File: src/rtl/sync_ser_tx_pkg.sv
package sync_ser_tx_pkg;
  typedef enum logic [1:0] {
    ST_IDLE = 2'd0,
    ST_WAIT = 2'd1,
    ST_LOW  = 2'd2,
    ST_HIGH = 2'd3
  } tx_state_e;
endpackage

File: src/rtl/sync_ser_tx_buf.sv
module sync_ser_tx_buf #(
  parameter int DATA_W = 8
) (
  input  logic              clk_i,
  input  logic              rst_ni,
  input  logic              wr_i,
  input  logic [DATA_W-1:0] wr_data_i,
  input  logic              take_i,
  output logic              full_o,
  output logic [DATA_W-1:0] data_o
);
  logic              full_q;
  logic [DATA_W-1:0] data_q;

  always_ff @(posedge clk_i or negedge rst_ni) begin
    if (!rst_ni) begin
      full_q <= 1'b0;
      data_q <= '0;
    end else begin
      if (wr_i) begin
        full_q <= 1'b1;
        data_q <= wr_data_i;
      end else if (take_i) begin
        full_q <= 1'b0;
      end
    end
  end

  assign full_o = full_q;
  assign data_o = data_q;

  a_r3_fill_on_write: assert property (@(posedge clk_i) disable iff (!rst_ni)
    wr_i |=> full_o);
  a_r3_empty_after_take: assert property (@(posedge clk_i) disable iff (!rst_ni)
    (take_i && !wr_i) |=> !full_o);
endmodule

File: src/rtl/sync_ser_tx_edge.sv
module sync_ser_tx_edge #(
  parameter int SYNC_STAGES = 2
) (
  input  logic clk_i,
  input  logic rst_ni,
  input  logic sclk_i,
  output logic fall_o,
  output logic rise_o
);
  localparam int CHAIN_W = SYNC_STAGES + 1;

  logic [CHAIN_W-1:0] chain_q;

  always_ff @(posedge clk_i or negedge rst_ni) begin
    if (!rst_ni) chain_q <= '1;
    else         chain_q <= {chain_q[CHAIN_W-2:0], sclk_i};
  end

  // synced level vs. its previous value
  assign fall_o = chain_q[CHAIN_W-1] & ~chain_q[CHAIN_W-2];
  assign rise_o = ~chain_q[CHAIN_W-1] & chain_q[CHAIN_W-2];

  a_r11_edges_exclusive: assert property (@(posedge clk_i) disable iff (!rst_ni)
    !(fall_o && rise_o));
endmodule

File: src/rtl/sync_ser_tx_shift.sv
module sync_ser_tx_shift
  import sync_ser_tx_pkg::*;
#(
  parameter int DATA_W = 8
) (
  input  logic              clk_i,
  input  logic              rst_ni,
  input  logic              active_i,
  input  logic              master_i,
  input  logic              tick_i,
  input  logic              rdy_ni,
  input  logic              s_fall_i,
  input  logic              s_rise_i,
  input  logic              buf_full_i,
  input  logic [DATA_W-1:0] buf_data_i,
  output logic              take_o,
  output logic              busy_o,
  output logic              sdo_o,
  output logic              sclk_o,
  output logic              rdy_no
);
  localparam int CNT_W = (DATA_W > 1) ? $clog2(DATA_W) : 1;
  localparam logic [CNT_W-1:0] LAST_BIT = CNT_W'(DATA_W - 1);

  tx_state_e         state_q;
  logic [CNT_W-1:0]  cnt_q;
  logic [DATA_W-1:0] sh_q;
  logic              sdo_q;
  logic              fall_ev, rise_ev, last_bit, done_ev, reload;

  always_comb begin
    if (master_i) begin
      fall_ev = tick_i & (((state_q == ST_WAIT) & ~rdy_ni) | (state_q == ST_HIGH));
      rise_ev = tick_i & (state_q == ST_LOW);
    end else begin
      fall_ev = s_fall_i & ((state_q == ST_WAIT) | (state_q == ST_HIGH));
      rise_ev = s_rise_i & (state_q == ST_LOW);
    end
  end

  assign last_bit = (cnt_q == LAST_BIT);
  assign done_ev  = active_i & rise_ev & last_bit;
  // master chains the next byte without returning to idle
  assign reload   = done_ev & master_i & buf_full_i;
  assign take_o   = (active_i & (state_q == ST_IDLE) & buf_full_i) | reload;

  always_ff @(posedge clk_i or negedge rst_ni) begin
    if (!rst_ni) begin
      state_q <= ST_IDLE;
      cnt_q   <= '0;
      sh_q    <= '0;
      sdo_q   <= 1'b1;
    end else if (active_i) begin
      unique case (state_q)
        ST_IDLE: begin
          sdo_q <= 1'b1;
          if (buf_full_i) begin
            state_q <= ST_WAIT;
            sh_q    <= buf_data_i;
            cnt_q   <= '0;
          end
        end
        ST_WAIT, ST_HIGH: begin
          if (fall_ev) begin
            sdo_q   <= sh_q[0];
            sh_q    <= sh_q >> 1;
            state_q <= ST_LOW;
          end
        end
        ST_LOW: begin
          if (rise_ev) begin
            if (!last_bit) begin
              cnt_q   <= cnt_q + 1'b1;
              state_q <= ST_HIGH;
            end else if (reload) begin
              sh_q    <= buf_data_i;
              cnt_q   <= '0;
              state_q <= ST_WAIT;
            end else begin
              state_q <= ST_IDLE;
            end
          end
        end
        default: state_q <= ST_IDLE;
      endcase
    end
  end

  assign busy_o = (state_q != ST_IDLE);
  assign sdo_o  = sdo_q;
  assign sclk_o = ~(master_i & (state_q == ST_LOW));
  assign rdy_no = ~(~master_i & (state_q != ST_IDLE));

  a_r1_frozen: assert property (@(posedge clk_i) disable iff (!rst_ni)
    !active_i |=> ($stable(sdo_o) && $stable(busy_o)));
  a_r5_master_no_gap: assert property (@(posedge clk_i) disable iff (!rst_ni)
    (done_ev && master_i && buf_full_i) |=> busy_o);
  a_r6_slave_gap: assert property (@(posedge clk_i) disable iff (!rst_ni)
    (done_ev && !master_i) |=> !busy_o);
  a_r7_idle_line_high: assert property (@(posedge clk_i) disable iff (!rst_ni)
    (active_i && state_q == ST_IDLE) |=> sdo_o);
  a_r7_data_held_on_rise: assert property (@(posedge clk_i) disable iff (!rst_ni)
    (active_i && rise_ev) |=> $stable(sdo_o));
  a_r8_tick_paced: assert property (@(posedge clk_i) disable iff (!rst_ni)
    (master_i && !tick_i) |=> $stable(sclk_o));
  a_r9_ready_released: assert property (@(posedge clk_i) disable iff (!rst_ni)
    (done_ev && !master_i) |=> rdy_no);
endmodule

File: src/rtl/sync_ser_tx.sv
module sync_ser_tx #(
  parameter int DATA_W      = 8,
  parameter int SYNC_STAGES = 2
) (
  input  logic              clk_i,
  input  logic              rst_ni,
  input  logic              tx_en_i,
  input  logic              rx_en_i,
  input  logic              master_i,
  input  logic              baud_tick_i,
  input  logic              wr_i,
  input  logic [DATA_W-1:0] wr_data_i,
  output logic              buf_empty_o,
  output logic              busy_o,
  output logic              conflict_o,
  input  logic              sclk_i,
  output logic              sclk_o,
  output logic              sclk_oe_o,
  input  logic              rdy_ni,
  output logic              rdy_no,
  output logic              rdy_oe_o,
  output logic              sdo_o
);
  logic              active;
  logic              take, buf_full;
  logic [DATA_W-1:0] buf_data;
  logic              s_fall, s_rise;

  // half-duplex: a receive request blocks transmit
  assign active     = tx_en_i & ~rx_en_i;
  assign conflict_o = tx_en_i & rx_en_i;

  sync_ser_tx_buf #(.DATA_W(DATA_W)) u_buf (
    .clk_i     (clk_i),
    .rst_ni    (rst_ni),
    .wr_i      (wr_i),
    .wr_data_i (wr_data_i),
    .take_i    (take),
    .full_o    (buf_full),
    .data_o    (buf_data)
  );

  sync_ser_tx_edge #(.SYNC_STAGES(SYNC_STAGES)) u_edge (
    .clk_i  (clk_i),
    .rst_ni (rst_ni),
    .sclk_i (sclk_i),
    .fall_o (s_fall),
    .rise_o (s_rise)
  );

  sync_ser_tx_shift #(.DATA_W(DATA_W)) u_shift (
    .clk_i      (clk_i),
    .rst_ni     (rst_ni),
    .active_i   (active),
    .master_i   (master_i),
    .tick_i     (baud_tick_i),
    .rdy_ni     (rdy_ni),
    .s_fall_i   (s_fall),
    .s_rise_i   (s_rise),
    .buf_full_i (buf_full),
    .buf_data_i (buf_data),
    .take_o     (take),
    .busy_o     (busy_o),
    .sdo_o      (sdo_o),
    .sclk_o     (sclk_o),
    .rdy_no     (rdy_no)
  );

  assign buf_empty_o = ~buf_full;
  assign sclk_oe_o   = master_i & active;
  assign rdy_oe_o    = ~master_i;

  a_r2_refused_no_clock: assert property (@(posedge clk_i) disable iff (!rst_ni)
    conflict_o |-> !sclk_oe_o);
  a_r2_refused_no_load: assert property (@(posedge clk_i) disable iff (!rst_ni)
    (conflict_o && !busy_o) |=> !busy_o);
  a_r10_single_driver: assert property (@(posedge clk_i) disable iff (!rst_ni)
    !(sclk_oe_o && rdy_oe_o));
endmodule

File: config.mk
export PLATFORM = sky130hd
export DESIGN_NAME = sync_ser_tx
export DESIGN_NICKNAME = d
export VERILOG_FILES = /design/src/rtl/sync_ser_tx_pkg.sv /design/src/rtl/sync_ser_tx_buf.sv /design/src/rtl/sync_ser_tx_edge.sv /design/src/rtl/sync_ser_tx_shift.sv /design/src/rtl/sync_ser_tx.sv
export SDC_FILE = /design/constraint.sdc
export NUM_CORES = 1
export LEC_CHECK = 0
export BUFFER_PORTS_ARGS = -buffer_cell sky130_fd_sc_hd__buf_2
export CORE_ASPECT_RATIO = 1.25
export CORE_MARGIN = 2
export CORE_UTILIZATION = 57
export DETAILED_ROUTE_END_ITERATION = 10
export HOLD_SLACK_MARGIN = 0.06
export PLACE_DENSITY = 0.82
export SLEW_MARGIN = 5
export SYNTH_ARGS = -nofsm -noshare
export SYNTH_HDL_FRONTEND = slang
export SYNTH_SLANG_ARGS = --single-unit
File: constraint.sdc
create_clock -name clk_i -period 4.9 [get_ports clk_i]
set_input_delay 0.245 -clock clk_i [delete_from_list [all_inputs] [get_ports clk_i]]
set_output_delay 0.245 -clock clk_i [all_outputs]
set_load 0.05 [all_outputs]
==> results.yml <==
synth:
  netlist.area_leader.share: 0.433
  netlist_area_um2: 1270
  synth_top_family_by_area: "multiplexers"
  ys_ff_latch: 26
  yosys.area_share.simple: 0.0935
  synth_cell_types: 30
  synth_edf_count: 0
  avgSynthCellArea_um2: 12.8
  synth-xor-area-share: 0
  yosys.area.top_type: "dfrtp_1"
  synth_commonest_cells: "dfrtp_1, mux2_2, inv_1"
  synthAdderAreaFrac: 0.0197
  yosysSeqAreaShare: 0.516
  synth_area_leaders: "dfrtp_1, mux2_2, dfstp_2, mux2_4, mux2i_1"
  syn_nets: 118
  synth.area.mux_share: 0.248
  ys_warn_count: 0
  async_reset_ff_frac: 1.00
  synth_compound_area_frac: 0.0925
  yosysMostFrequentCell: "dfrtp_1"
  syn-instance-count: 99
  synth_ff_type: "dfrtp_1"
die:
  io_pins: 25
  std_cell_rows: 19
  die_w_um: 46.2
  die-area_um2: 2630
  start_util: 0.588
  core_area_um2: 2160
  dieHeight_um: 56.8
sta:
  timing_hold_violations_final: 0
  tightestPinTransition_ps: 576
  fin_crit_sh: 0.399
  fin_tns_setup_ps: 0
  hold-worst-slack_ps: 131
  skew_ps: 18.5
  slew_headroom: 0.616
  slew_viol_final: 0
  max_freq_mhz: 512
  rsz0062_at_grt: "no"
  finalSetupViolations: 0
  min_period_ps: 1950
critical_path:
  worstSetupPathType: "reg2out"
  slowest_stage: "dfrtp_1"
  endpoint_kind: "primary output"
  worstPathRequired_ps: 4660
  cp_cell_sequence: "and2b_1 -> nand2_1 -> buf_2"
  critPathMaxStageDelay_ps: 740
  start_kind: "flop"
  path_max_fanout: 14
  crit_arrival_ps: 1710
final_layout:
  drive_gt1_frac: 0.472
  fillerInstances: 157
  area_growth_syn_to_layout_pct: 17.5
  fin_nets: 147
  num_antenna_cells: 0
drt:
  wl_per_cell_um: 14.1
  drtIter0Drc: 18
  ant_nets: 0
  route.detailed.drc: 0
  routed_wirelength_um: 2220
  first_pass_iters: 4
  vias: 830
  drt-vias-per-instance: 5.25
global_route:
  met2_usage: 0.312
  grt_pass1_wl_um: 3870
  grt.met3_usage: 0.0289
  grt_pass1_vias: 849
  grt_max_degree: 27
  grt.busiest_layer: "met2"
  overflow: 0
  globalRouteMet1Util: 0.281
  gr-usage-all-layers: 0.204
  antenna_found_initial: 0
power_and_ir_drop:
  p_sw_frac: 0.331
  pwr_density_cell_nw_per_um2: 487
  vdd.ir_drop.worst_mv: 0.266
  power_frac_seq: 0.452
  pwr-share-comb: 0.346
  clockPowerShare: 0.202
  intPower_uw: 487
  p_leak_uw: 0.000736
  switching_power_uw: 241
run_status:
  status: "complete, no violations"
cts:
  cts_buffer_depth: 2
  cts_tree: "yes"
  clock-sinks: 26
  cts_resized: 0
  path_clk_slew_ps: 150
  clk_latency_ps: 330
  h-tree-depth: 1
  cts-root-buf: "clkbuf_4"
  cts_buffers: 3
placed_design:
  hpwl_um: 1660
  gp_congestion: 0.850
  port_buffers: 24
min_path:
  hold_path.class: "in2reg"
run:
  max_cap_violations: 0
[power groups by stage]
stage	combinational [uW]	clock (uW)	sequential (uW)
final	252	147	329
after global routing	273	157	337
after CTS	254	150	328
after detailed placement	254	0	331
after global placement	244	0	328
after floorplan	210	0	318
[metal layers]
metal	vias to the layer above	part of all wire
li1	398	-
met1	401	0.46
met4	0	0.028
met5	-	0
met2	24	0.48
met3	7	0.036
[cell families (layout without fill, tap and decap cells)]
kind of cell	count (synthesis)	in the layout
and+or+nand+nor	23	23
buffers and inverters	10	38
muxes	26	26
DFF	26	26
adders and majority gates	2	2
AOI/OAI and AO/OA	12	12
[cell type report]
type	count	area [um2]	share of cell area
clock buffer	3	22.5	0.0151
clock inverter	1	30.0	0.0201
inverter	8	30.0	0.0201
multi-input combinational	63	577	0.386
sequential	26	656	0.439
tap	31	38.8	0.0260
timing repair buffer	26	140	0.0938
[cells in the final DEF (no fill, tap or decap), types with 2 or more instances in the layout]
cell type / count
nor3_1: 2
a21oi_1: 3
dlygate4sd3_1: 2
nand2_1: 7
nand2b_1: 2
mux2_2: 15
mux2i_1: 3
and2_1: 2
ha_1: 2
dfrtp_1: 22
inv_1: 8
buf_2: 24
and2b_1: 2
mux2_4: 7
clkbuf_4: 3
dfstp_2: 4
nor2_1: 4
[stage by stage]
stage,utilization,instance area [um2],setup slack (ps),cells,power [uW]
5_1_grt,0.691,1490,2810,158,767
6_report,0.691,1490,2950,158,728
3_5_place_dp,0.657,1420,2980,152,585
2_1_floorplan,-,1270,3130,99,528
4_1_cts,0.691,1490,2950,158,732
3_3_place_gp,0.657,1420,3050,152,572
[registers in the layout, indices dropped and copies added, names as in the netlist]
register / cells
u_buf.data_o: 8
u_buf.full_o: 1
u_edge.chain_q: 3
u_shift.cnt_q: 3
u_shift.sdo_o: 1
u_shift.sh_q: 8
u_shift.state_q: 2
[path summary, 6_finish.rpt]
check | startpoint | to | slack [ps] | cells after the start
min in group asynchronous | rst_ni | u_shift.cnt_q[0] | 420 | 2
max in group asynchronous | rst_ni | u_edge.chain_q[1] | 4100 | 2
min | wr_data_i[2] | u_buf.data_o[2] | 130 | 2
min reg2reg | u_edge.chain_q[0] | u_edge.chain_q[1] | 370 | 0
max reg2reg | u_shift.cnt_q[0] | u_shift.sh_q[5] | 2950 | 6
max | u_shift.state_q[0] | sclk_o | 2950 | 3
[repair_timing]
item                                    CTS  global route
endpoints found under the hold margin    23             0
hold buffers                              2             0
buffers inserted                          0             0
endpoints found under the setup margin    0             0
[critical path: cells and delay by family (launching register included)]
family                 cells  cell delay [ps]
AND/OR/NAND/NOR            2              380
flip-flops                 1              740
buffers and inverters      1              250
Note: power is estimated with default switching activity, not from simulation.
